===== config.mk =====
export PLATFORM = sky130hd
export DESIGN_NAME = cap_access_check
export DESIGN_NICKNAME = d
export VERILOG_FILES = /design/src/rtl/capchk_pkg.sv /design/src/rtl/capchk_select.sv /design/src/rtl/capchk_perm.sv /design/src/rtl/capchk_bounds.sv /design/src/rtl/cap_access_check.sv
export SDC_FILE = /design/constraint.sdc
export NUM_CORES = 1
export LEC_CHECK = 0
export BUFFER_PORTS_ARGS = -buffer_cell sky130_fd_sc_hd__buf_2
export CAP_MARGIN = 5
export CORE_UTILIZATION = 35
export DETAILED_ROUTE_END_ITERATION = 12
export GPL_ROUTABILITY_DRIVEN = 0
export SLEW_MARGIN = 20
export SYNTH_ARGS = -nofsm -noshare
export SYNTH_HDL_FRONTEND = slang
export SYNTH_SLANG_ARGS = --single-unit

===== constraint.sdc =====
create_clock -name clk -period 14.4 [get_ports clk]
set_input_delay 2.88 -clock clk [delete_from_list [all_inputs] [get_ports clk]]
set_output_delay 2.88 -clock clk [all_outputs]
set_load 0.03 [all_outputs]

===== src/rtl/capchk_pkg.sv =====
package capchk_pkg;
  // permission bit positions inside the permission vector
  localparam int P_LD  = 0;
  localparam int P_ST  = 1;
  localparam int P_EX  = 2;
  localparam int P_LDC = 3;
  localparam int P_STC = 4;

  typedef enum logic [2:0] {
    K_LOAD   = 3'd0,
    K_STORE  = 3'd1,
    K_CLOAD  = 3'd2,
    K_CSTORE = 3'd3,
    K_FETCH  = 3'd4
  } kind_e;

  typedef enum logic [3:0] {
    C_NONE  = 4'd0,
    C_TAG   = 4'd1,
    C_PERM  = 4'd2,
    C_LEN   = 4'd3,
    C_ALIGN = 4'd4
  } cause_e;
endpackage


===== src/rtl/capchk_select.sv =====
module capchk_select
  import capchk_pkg::*;
#(
  parameter int ADDR_W = 64,
  parameter int PERM_W = 8
) (
  input  logic [2:0]        kind,
  input  logic              use_dflt,
  input  logic              cap_tag,
  input  logic [PERM_W-1:0] cap_perm,
  input  logic [ADDR_W-1:0] cap_base,
  input  logic [ADDR_W-1:0] cap_len,
  input  logic              dflt_tag,
  input  logic [PERM_W-1:0] dflt_perm,
  input  logic [ADDR_W-1:0] dflt_base,
  input  logic [ADDR_W-1:0] dflt_len,
  input  logic              pcc_tag,
  input  logic [PERM_W-1:0] pcc_perm,
  input  logic [ADDR_W-1:0] pcc_base,
  input  logic [ADDR_W-1:0] pcc_len,
  output logic              s_tag,
  output logic [PERM_W-1:0] s_perm,
  output logic [ADDR_W-1:0] s_base,
  output logic [ADDR_W-1:0] s_len,
  output logic              s_abs
);
  always_comb begin
    s_abs = 1'b0;
    if (kind == K_FETCH) begin
      s_tag  = pcc_tag;
      s_perm = pcc_perm;
      s_base = pcc_base;
      s_len  = pcc_len;
      s_abs  = 1'b1;
    end else if (use_dflt) begin
      s_tag  = dflt_tag;
      s_perm = dflt_perm;
      s_base = dflt_base;
      s_len  = dflt_len;
    end else begin
      s_tag  = cap_tag;
      s_perm = cap_perm;
      s_base = cap_base;
      s_len  = cap_len;
    end
  end
endmodule


===== src/rtl/capchk_perm.sv =====
module capchk_perm
  import capchk_pkg::*;
#(
  parameter int PERM_W = 8
) (
  input  logic [2:0]        kind,
  input  logic [PERM_W-1:0] perm,
  output logic              allowed
);
  always_comb begin
    case (kind)
      K_LOAD:   allowed = perm[P_LD];
      K_STORE:  allowed = perm[P_ST];
      K_CLOAD:  allowed = perm[P_LDC];
      K_CSTORE: allowed = perm[P_STC];
      K_FETCH:  allowed = perm[P_EX];
      default:  allowed = 1'b0;
    endcase
  end
endmodule


===== src/rtl/capchk_bounds.sv =====
module capchk_bounds #(
  parameter int ADDR_W    = 64,
  parameter int CAP_BYTES = 32
) (
  input  logic [ADDR_W-1:0] base,
  input  logic [ADDR_W-1:0] len,
  input  logic [ADDR_W-1:0] off,
  input  logic              abs_addr,
  input  logic [2:0]        size_code,
  input  logic              cap_sized,
  output logic [ADDR_W-1:0] addr,
  output logic              in_range,
  output logic              aligned
);
  localparam int EW = ADDR_W + 2;
  localparam int AL = $clog2(CAP_BYTES);

  logic [EW-1:0] off_ext, base_ext, addr_ext, nbytes, limit_ext;

  always_comb begin
    if (cap_sized || size_code[2])
      nbytes = EW'(CAP_BYTES);
    else
      nbytes = EW'(1) << size_code[1:0];
  end

  always_comb begin
    base_ext  = {2'b00, base};
    off_ext   = abs_addr ? {2'b00, off} : {{2{off[ADDR_W-1]}}, off};
    addr_ext  = abs_addr ? off_ext : base_ext + off_ext;
    limit_ext = base_ext + {2'b00, len};
    in_range  = !addr_ext[EW-1] && (addr_ext >= base_ext) &&
                ((addr_ext + nbytes) <= limit_ext);
    aligned   = (addr_ext[AL-1:0] == '0);
    addr      = addr_ext[ADDR_W-1:0];
  end
endmodule


===== src/rtl/cap_access_check.sv =====
module cap_access_check
  import capchk_pkg::*;
#(
  parameter int ADDR_W    = 64,
  parameter int PERM_W    = 8,
  parameter int CAP_BYTES = 32
) (
  input  logic              clk,
  input  logic              rst,
  input  logic              in_valid,
  input  logic [2:0]        kind,
  input  logic [2:0]        size,
  input  logic              use_dflt,
  input  logic              cap_tag,
  input  logic [PERM_W-1:0] cap_perm,
  input  logic [ADDR_W-1:0] cap_base,
  input  logic [ADDR_W-1:0] cap_len,
  input  logic              dflt_tag,
  input  logic [PERM_W-1:0] dflt_perm,
  input  logic [ADDR_W-1:0] dflt_base,
  input  logic [ADDR_W-1:0] dflt_len,
  input  logic              pcc_tag,
  input  logic [PERM_W-1:0] pcc_perm,
  input  logic [ADDR_W-1:0] pcc_base,
  input  logic [ADDR_W-1:0] pcc_len,
  input  logic [ADDR_W-1:0] offset,
  output logic              out_valid,
  output logic [ADDR_W-1:0] out_addr,
  output logic              out_ok,
  output logic [3:0]        out_cause
);
  logic              s_tag, s_abs, perm_ok, in_range, aligned, cap_sized;
  logic [PERM_W-1:0] s_perm;
  logic [ADDR_W-1:0] s_base, s_len, addr_c;
  cause_e            cause_c;

  capchk_select #(.ADDR_W(ADDR_W), .PERM_W(PERM_W)) u_sel (
    .kind(kind), .use_dflt(use_dflt),
    .cap_tag(cap_tag), .cap_perm(cap_perm), .cap_base(cap_base), .cap_len(cap_len),
    .dflt_tag(dflt_tag), .dflt_perm(dflt_perm), .dflt_base(dflt_base), .dflt_len(dflt_len),
    .pcc_tag(pcc_tag), .pcc_perm(pcc_perm), .pcc_base(pcc_base), .pcc_len(pcc_len),
    .s_tag(s_tag), .s_perm(s_perm), .s_base(s_base), .s_len(s_len), .s_abs(s_abs)
  );

  capchk_perm #(.PERM_W(PERM_W)) u_perm (
    .kind(kind), .perm(s_perm), .allowed(perm_ok)
  );

  assign cap_sized = (kind == K_CLOAD) || (kind == K_CSTORE);

  capchk_bounds #(.ADDR_W(ADDR_W), .CAP_BYTES(CAP_BYTES)) u_bnd (
    .base(s_base), .len(s_len), .off(offset), .abs_addr(s_abs),
    .size_code(size), .cap_sized(cap_sized),
    .addr(addr_c), .in_range(in_range), .aligned(aligned)
  );

  // fixed priority: tag, right, bounds, alignment
  always_comb begin
    if (!s_tag)                     cause_c = C_TAG;
    else if (!perm_ok)              cause_c = C_PERM;
    else if (!in_range)             cause_c = C_LEN;
    else if (cap_sized && !aligned) cause_c = C_ALIGN;
    else                            cause_c = C_NONE;
  end

  always_ff @(posedge clk) begin
    if (rst) begin
      out_valid <= 1'b0;
      out_addr  <= '0;
      out_ok    <= 1'b0;
      out_cause <= 4'd0;
    end else begin
      out_valid <= in_valid;
      if (in_valid) begin
        out_addr  <= addr_c;
        out_ok    <= (cause_c == C_NONE);
        out_cause <= cause_c;
      end
    end
  end

  a_r1_valid_follows: assert property (@(posedge clk) disable iff (rst)
    (!$past(rst) && $past(in_valid)) |-> out_valid);

  a_r1_hold_idle: assert property (@(posedge clk) disable iff (rst)
    (!$past(rst) && !$past(in_valid)) |-> ($stable(out_addr) && $stable(out_cause) && !out_valid));

  a_r4_fetch_tag: assert property (@(posedge clk) disable iff (rst)
    (!$past(rst) && $past(in_valid && kind == K_FETCH && !pcc_tag)) |-> (out_cause == C_TAG));

  a_r5_fetch_exec: assert property (@(posedge clk) disable iff (rst)
    (!$past(rst) && $past(in_valid && kind == K_FETCH && pcc_tag && !pcc_perm[P_EX]))
      |-> (out_cause == C_PERM && !out_ok));

  // an odd capability load through a valid capability with an even base can
  // only fail on bounds or alignment, never pass
  a_r8_odd_cap: assert property (@(posedge clk) disable iff (rst)
    (!$past(rst) && $past(in_valid && !use_dflt && kind == K_CLOAD && cap_tag &&
                          cap_perm[P_LDC] && offset[0] && !cap_base[0]))
      |-> (out_cause == C_LEN || out_cause == C_ALIGN));
endmodule


**Yosys cells after proc, flatten, opt, wreduce, memory -nomap -nowiden**

Index checks and enable logic that the tools add are counted.

- Register bits after elaboration: 70
- Output and inout port bits: 70
- Word-level logic and storage cells: 41

- $add $sub $neg: 3
- $lt $le $gt $ge: 2
- Equality and inequality tests: 4
- Shift-type cells: 1
- Multiplexer cells: 17
- Reduce and logical (&&, ||, !) cells: 10

Operator list:

| operator | number |
|---|---|
| 64-bit 2-to-1 mux | 4 |
| 66-bit 2-to-1 mux | 3 |
| 64-bit by 66-bit adder with 66-bit output | 1 |
| 66-bit adder | 1 |
| 66-bit by 64-bit greater-or-equal comparator with 1-bit output | 1 |
| 66-bit <= comparator | 1 |
| 1-bit by 2-bit << shifter with 66-bit output (first input constant) | 1 |
| 64-bit by 64-bit adder with 65-bit output | 1 |
| 3-bit 2-to-1 mux | 4 |
| 5-bit 2-to-1 mux | 2 |
| 3-bit by 2-bit equality test with 1-bit output (second input constant) | 2 |
| 5-bit zero test | 1 |
| 1-bit one-hot mux with 5 select lines | 1 |
| 4-bit zero test | 1 |
| 3-bit by 1-bit equality test with 1-bit output (second input constant) | 1 |
| 3-bit equality test (second input constant) | 1 |
| 1-bit logical AND | 3 |
| 3-bit zero test | 1 |
| 1-bit 2-to-1 mux | 3 |
| 1-bit zero test | 2 |
| 1-bit logical OR | 2 |

**Longest topological paths before layout**

Gate-level depths: netlist of run 1.

- Depth after elaboration: 13
- Mapped depth: 45
- Mapped depth without buffers: 34

**Modules after synthesis**

A second synthesis of run 1 with hierarchy kept.

- Cell total of the unflattened synthesis: 2500
- Area total of the unflattened synthesis: 19817.8 sq um

Modules (own cells, without submodules):

| module | times used | cells an instance | area each (sq um) | seq. area each (sq um) |
|---|---|---|---|---|
| capchk_bounds | 1 | 1956 | 13553.0 | 0.0 |
| capchk_select | 1 | 306 | 3748.6 | 0.0 |
| cap_access_check | 1 | 232 | 2463.6 | 1381.3 |
| capchk_perm | 1 | 6 | 52.6 | 0.0 |

**Worst setup path before layout of run 1**

Ideal clock, no wire load.

- Path kind: input-to-reg
- Start point: in kind[0]
- End point: reg out_cause[2]
- Arrival time: 11.420 ns
- Path slack: 2.879 ns
- Stages: 42
- Buffers on the path: 11
- Path through: nor3b_2 -> clkbuf_1 -> clkbuf_1 -> buf_2 -> buf_2 -> buf_1 -> buf_1 -> buf_2 -> buf_2 -> clkbuf_1 -> clkbuf_1 -> nand2_1 -> o21ai_0 -> ha_1 -> fa_1 -> mux2i_1 -> inv_1 -> ha_1 -> (+6 left out) -> nand4_2 -> or2_1 -> buf_6 -> or2_1 -> xnor2_1 -> ha_1 -> a21o_1 -> a21o_1 -> a21o_1 -> a21o_1 -> a21oi_1 -> nor2b_1 -> o21ai_0 -> a211o_1 -> o211a_1 -> nand2_1 -> a21o_1 -> o41ai_1

- Word-level cells in the longest chain between the ends: 11

Ends and longest elaborated chain:

| what | line | source |
|---|---|---|
| start: declaration | cap_access_check.sv:11 | `input logic [2:0] kind,` |
| 3-bit equality test (*) | capchk_select.sv:29 | `if (kind == K_FETCH) begin` |
| 64-bit 2-to-1 mux | capchk_select.sv:29 |  |
| 64-bit by 66-bit adder with 66-bit output | capchk_bounds.sv:30 | `addr_ext = abs_addr ? off_ext : base_ext + off_ext;` |
| 66-bit 2-to-1 mux (*) | capchk_bounds.sv:30 |  |
| net addr_c[1] | cap_access_check.sv:34 | `logic [ADDR_W-1:0] s_base, s_len, addr_c;` |
| branches (longest 4 deep; another with 66-bit adder) | - |  |
| 3-bit 2-to-1 mux (*) | cap_access_check.sv:61 | `else if (!in_range) cause_c = C_LEN;` |
| 3-bit 2-to-1 mux (*) | cap_access_check.sv:60 | `else if (!perm_ok) cause_c = C_PERM;` |
| 3-bit 2-to-1 mux (*) | cap_access_check.sv:59 | `if (!s_tag) cause_c = C_TAG;` |
| end signal: assignment | cap_access_check.sv:77 | `out_cause <= cause_c;` |
| end: declaration | cap_access_check.sv:30 | `output logic [3:0] out_cause` |

Mark *: on every way through the listed nets, which the timed path passes.
A chain may end at the register's enable or synchronous reset.

**Final worst setup path of run 1**

- Start point: in kind[0]
- End point: reg out_cause[2]

- Word-level cells in the longest chain between the ends: 11

Ends and longest elaborated chain:

| what | line | source |
|---|---|---|
| 3-bit equality test | capchk_select.sv:29, capchk_perm.sv:11 |  |
| 1-bit 2-to-1 mux or 64-bit 2-to-1 mux (tied branches) | capchk_select.sv:29 |  |
| 66-bit 2-to-1 mux or 64-bit by 66-bit adder with 66-bit output (tied branches) | capchk_bounds.sv:29, capchk_bounds.sv:30 |  |
| 64-bit by 66-bit adder with 66-bit output or 66-bit 2-to-1 mux (tied branches) | capchk_bounds.sv:30 |  |
| 66-bit 2-to-1 mux or 5-bit zero test (tied branches) | capchk_bounds.sv:30, capchk_bounds.sv:34 |  |
| 66-bit adder, or another cell as far along | capchk_bounds.sv:33 | `((addr_ext + nbytes) <= limit_ext);` |
| 66-bit <= comparator, or another cell as far along | capchk_bounds.sv:33 |  |
| 1-bit logical AND or 3-bit 2-to-1 mux (tied branches) | capchk_bounds.sv:32, cap_access_check.sv:62 |  |
| 3-bit 2-to-1 mux | cap_access_check.sv:61 |  |
| 3-bit 2-to-1 mux | cap_access_check.sv:60 |  |
| 3-bit 2-to-1 mux (*) | cap_access_check.sv:59 |  |

Mark *: on every way between the ends. The rest lies on a longest branch, timed or not.

==> impl_metrics.toml, run 1 <==
[clock_tree]
cts_resized = 0
path_clk_slew_ps = 70
clock-sinks = 69
cts_hold_buf = 0
clkLatencyLatePin_ps = 380
cts-root-buf = "clkbuf_16"
cts_tree = "done"
post_cts_buffers = 0
htree_levels = 3
clock_path_buffers = 2
cts_buffers = 9

[global_route]
antenna_found_initial = 15
met3_usage_pct = 4.466
busiest_layer = "met2"
grt_start_max_net_pins = 166
gr-total-overflow = 0
met2_usage_pct = 44.00
grt_pass1_vias = 19290
grt_util_all_layers_pct = 25.99
use_met1_pct = 33.22
grt_pass1_wl_um = 108000

[placed_design]
io_buffers = 538
dp_hpwl_um = 60920
dpl.cell_count = 3749
pre_cts_ws_ps = 2544

[detailed_routing]
routed_wirelength_um = 72290
drtPass1Iterations = 7
detail-route-antenna-nets = 0
viasPerCell = 5.538
drcViolationCount = 0
vias = 20910
drtIter0Drc = 1610
post_drt_wl_per_cell_um = 19.14

[layout]
stdcell_count = 3776
nets = 3831
nFillCells = 5545
final_cell_mix = "buf_2, nor2_1, ha_1"
areaGrowthSynthToFinish_pct = 19.91
drive_gt1_share_pct = 19.81
layout_commonest_cell = "buf_2"

[worst_hold_path]
hold_path.class = "register to register"
hold_start = "out_ok$_SDFFE_PP0P_"
hold_end = "out_ok$_SDFFE_PP0P_"
hold_depth = 2

[synthesis]
yosys_warnings = 0
async_flop_share_pct = 0
synth.cell_area_um2 = 18370
yosysSeqAreaShare_pct = 7.521
synth_edf_count = 0
synth_top_area_share_pct = 17.92
synth_nets = 3386
ys.flop_type = "dfxtp_1"
yosys-top-cells-area = "ha_1, mux2i_1, dfxtp_1, a21o_1, a21oi_1"
synth_seq_cells = 69
ys_types = 91
synthCells = 2635
synth_area_leader_cell = "ha_1"
syn_avg_cell_area_um2 = 6.970

[sta]
rsz0062_at_grt = "no"
setup_viol = 0
report.final.slew_viol_count = 0
final.setup.tns_ps = 0
hold_viol = 0
period_needed_ps = 11650
fmax_mhz = 85.82
fin_skew_ps = 0
relSlewSlack_pct = 32.64
worst_pin_slew_ps = 984.9
setup_ws_ps = 2747
min_period_over_period_pct = 80.92

[worst_setup_path]
critical_path.startpoint = "kind[0]"
r2r_cells = 2
crit_required_ps = 14680
cpMaxStageDelayCell = "o31ai_1"
worstPathArrival_ps = 11930
crit_path_end_kind = "register"
cp_max_fo = 165
r2r_setup_slack_ps = 13650
cp_top_family = "simple AND/OR/NAND/NOR gates"
cpPeakStageDelay_ps = 860
criticalPathCategory = "input pin to register"
r2r-end = "out_addr[5]$_SDFFE_PP0P_"
timing.rr.start = "out_addr[5]$_SDFFE_PP0P_"
critPathLaunchType = "input pin"
critPathBufInv = 2

[floorplan]
die_x_um = 231.1
io_pins = 555
die_area_um2 = 53390
fp-row-count = 83
dieHeight_um = 231.1
start_util_pct = 35.58
core_area_um2 = 51610

[power_and_ir_drop]
power_density_nw_per_um2 = 95.39
p_total_mw = 2.101
max-vdd-ir-drop_mv = 0.04682
p_leak_nw = 11.23

[run_status]
run_status = "completed"

[job]
maxCapViolCount = 0
through the flow:
stage	utilization (%)	area [µm²]	hold WS, ps
final	42.67	22020	473.3
after global routing	42.66	22020	495.2
after CTS	42.61	21990	476.5
after detailed placement	41.84	21590	466.3
after global placement	41.84	21590	456.4
after floorplan	-	18370	594.9
cell usage after synthesis (all sizes together), types with 25 or more instances:
cell type  instances
nor2             285
ha               263
nand2            258
a21oi            220
o21ai            175
mux2i            165
a21o             161
inv              152
xnor2             94
clkbuf            85
dfxtp             69
nand4             68
a211oi            61
nor3              57
nand3             55
xor2              43
buf               34
or3               25
worst max path at each step:
stage | endpoint | slack (ps) | cells past startpoint
after floorplan | out_cause[2]$_SDFFE_PP0P_ | 2880 | 42
after global placement | out_cause[2]$_SDFFE_PP0P_ | 2610 | 31
after detailed placement | out_cause[2]$_SDFFE_PP0P_ | 2540 | 31
after CTS | out_cause[2]$_SDFFE_PP0P_ | 2930 | 31
after global routing | out_cause[2]$_SDFFE_PP0P_ | 2320 | 31
final | out_cause[2]$_SDFFE_PP0P_ | 2750 | 31
worst min-delay path: stages, from the launching register on:
cell,delay (ps)
dfxtp_1,310
inv_1,50
o32ai_1,70
flip-flops by register name, summed over array words and instances, names as in the netlist:
signal     count
out_addr      64
out_cause      3
out_ok         1
out_valid      1
final cells by class:
cell class	instances	area [µm²]	share of cell area (%)
inverters	153	574.3	2.608
multi-input cells	2294	15950	72.44
repair buffers	553	2839	12.89
clock buffers	10	239.0	1.085
flip-flops and latches	69	1381	6.272
clock inverters	6	157.7	0.7159
diodes	11	27.53	0.1250
well taps	680	850.8	3.863
where the power goes:
part	internal, mW	total [mW]	leakage, nW	switching [mW]
Clock	0.209	0.327	0.189	0.118
Combinational	0.620	1.55	10.5	0.930
Sequential	0.213	0.224	0.572	0.0108
layer usage:
layer / routed length [µm] / part of all wire, % / vias to the layer above
li1: - / - / 10620
met1: 32230 / 45 / 9509
met2: 33930 / 47 / 685
met3: 4457 / 6.2 / 88
met4: 1619 / 2.2 / 8
met5: 51 / 0.071 / -
kinds of logic (layout without fill, tap and decap cells):
| group | after synthesis | count (layout) | synth area share, % |
|---|---|---|---|
| buf+inv | 272 | 722 | 5.696 |
| fa+ha+maj | 266 | 266 | 18.25 |
| mux | 169 | 169 | 9.361 |
| compound gates | 833 | 833 | 29.57 |
| other cells | 1 | 12 | 0.02042 |
| xor+xnor | 137 | 137 | 6.534 |
| simple gates | 888 | 888 | 23.05 |
| flops | 69 | 69 | 7.521 |
No activity file was read; power rests on OpenSTA's default activity.
==> inputs of run 2 (changes only) <==
==> constraint.sdc (replaced) <==
create_clock -name clk -period 9.7 [get_ports clk]
set_input_delay 1.94 -clock clk [delete_from_list [all_inputs] [get_ports clk]]
set_output_delay 1.94 -clock clk [all_outputs]
set_load 0.03 [all_outputs]
==> run 2 against run 1 <==
  * Sequential power up 48%
  * Clock power grew 16%
  * Register-to-register slack worse by 4700 ps
  * Design area up 7.5%
  * Global-route usage rose by 0.95 points
  * Final cell count grew 6.0%
  * Core utilization is 3.2 points higher
  * Sequential share of layout area down 0.44 points
  * Clock skew is the same
  * Routed wire length rose by 2.8%
==> impl_metrics.toml, run 2 (synthesized netlist as in run 1, its figures left out) <==
[run_status]
run_status = "completed"

[power_and_ir_drop]
p_leak_nw = 12.32
intPower_mw = 1.619
switching_share_pct = 49.90
power_frac_comb_pct = 77.9
p_total_mw = 3.231
power.switching_mw = 1.613
power_density_nw_per_um2 = 136.4
clockPowerShare_pct = 11.8
p_seq_share_pct = 10.3
max-vdd-ir-drop_mv = 0.1005

[floorplan]
start_util_pct = 35.58
die_area_um2 = 53390
die_x_um = 231.1
core_area_um2 = 51610
dieHeight_um = 231.1
fp-row-count = 83
io_pins = 555

[clock_tree]
post_cts_buffers = 0
cts-root-buf = "clkbuf_16"
cts_buffers = 9
clock-sinks = 69
cts_hold_buf = 0
clock_path_buffers = 2
clkLatencyLatePin_ps = 400
cts_resized = 0
cts_tree = "done"
htree_levels = 3
path_clk_slew_ps = 70

[detailed_routing]
viasPerCell = 5.406
drtPass1Iterations = 6
detail-route-antenna-nets = 0
drtIter0Drc = 1339
drcViolationCount = 0
post_drt_wl_per_cell_um = 18.58
routed_wirelength_um = 74340
vias = 21640

[sta]
fmax_mhz = 109.7
setup_viol = 0
rsz0062_at_grt = "no"
final.setup.tns_ps = 0
relSlewSlack_pct = 34.14
min_period_over_period_pct = 93.96
report.final.slew_viol_count = 0
fin_skew_ps = 0
whs_ps = 464.8
hold_viol = 0
worst_pin_slew_ps = 987.9
period_needed_ps = 9114
setup_ws_ps = 586.2

[worst_setup_path]
criticalPathCategory = "input pin to register"
cp_top_family = "compound AO/OA/AOI/OAI gates"
crit_required_ps = 9990
cpMaxStageDelayCell = "a311oi_1"
crit_path_end_kind = "register"
cp_max_fo = 11
critPathBufInv = 5
critPathLaunchType = "input pin"
worstPathArrival_ps = 9410
r2r_setup_slack_ps = 8950
cpMostUsedCell = "a21o_1"
cpPeakStageDelay_ps = 630

[layout]
largest_registers = "out_addr x64, out_cause x3"
areaGrowthSynthToFinish_pct = 28.96
largest_reg_flops = 64
nets = 4062
multi_input_area_um2 = 15960
stdcell_count = 4002
layout_commonest_cell = "buf_2"
drive_gt1_share_pct = 25.36
register_area_um2 = 1381
utilization_pct = 45.89
nFillCells = 5465
top_register = "out_addr"
final_cell_mix = "buf_2, nor2_1, ha_1"
design_area_um2 = 23680

[job]
maxCapViolCount = 0

[placed_design]
dpl.cell_count = 3980
placed_cell_area_um2 = 23370
pre_cts_ws_ps = 286.1
io_buffers = 538
dp_hpwl_um = 63790

[worst_hold_path]
hold_path.class = "register to register"

[global_route]
antenna_found_initial = 11
grt_pass1_wl_um = 112300
gr-total-overflow = 0
grt_util_all_layers_pct = 26.95
grt_start_max_net_pins = 91
grt_pass1_vias = 20190
==> run 2: power by group through the flow <==
stage / Combinational (mW) / Clock, mW / Sequential [mW]
floorplan: 1.56 / 0 / 0.403
global placement: 2.47 / 0 / 0.337
detailed placement: 2.49 / 0 / 0.339
CTS: 2.50 / 0.392 / 0.333
global route: 2.79 / 0.399 / 0.336
finish: 2.52 / 0.380 / 0.332
==> run 2: worst paths after layout <==
path,start,end,depth (start not counted)
setup / recovery,kind[1],out_cause[2]$_SDFFE_PP0P_,33
hold reg to reg,out_addr[63]$_SDFFE_PP0P_,out_addr[63]$_SDFFE_PP0P_,2
setup reg to reg,out_addr[12]$_SDFFE_PP0P_,out_addr[12]$_SDFFE_PP0P_,2
hold / removal,out_addr[63]$_SDFFE_PP0P_,out_addr[63]$_SDFFE_PP0P_,2
==> run 2: final cells by class <==
class | instances | share of cell area, %
multi-input combinational | 2294 | 67.37
timing repair buffer | 784 | 19.48
sequential | 69 | 5.832
tap | 680 | 3.592
inverter | 153 | 2.425
clock buffer | 12 | 1.041
clock inverter | 4 | 0.2007
antenna | 6 | 0.06339
==> run 2: tightest hold or removal path: stages, from the launching register on <==
cell	delay (ps)
dfxtp_1	310
nand2_1	60
a21oi_1	50
==> run 2: metal layers <==
layer | track usage, % | up-vias | wire length, µm
li1 | - | 11090 | -
met1 | 34.91 | 9817 | 33620
met2 | 46.75 | 657 | 35030
met3 | 4.060 | 62 | 4360
met4 | 5.836 | 8 | 1276
met5 | 0 | - | 49
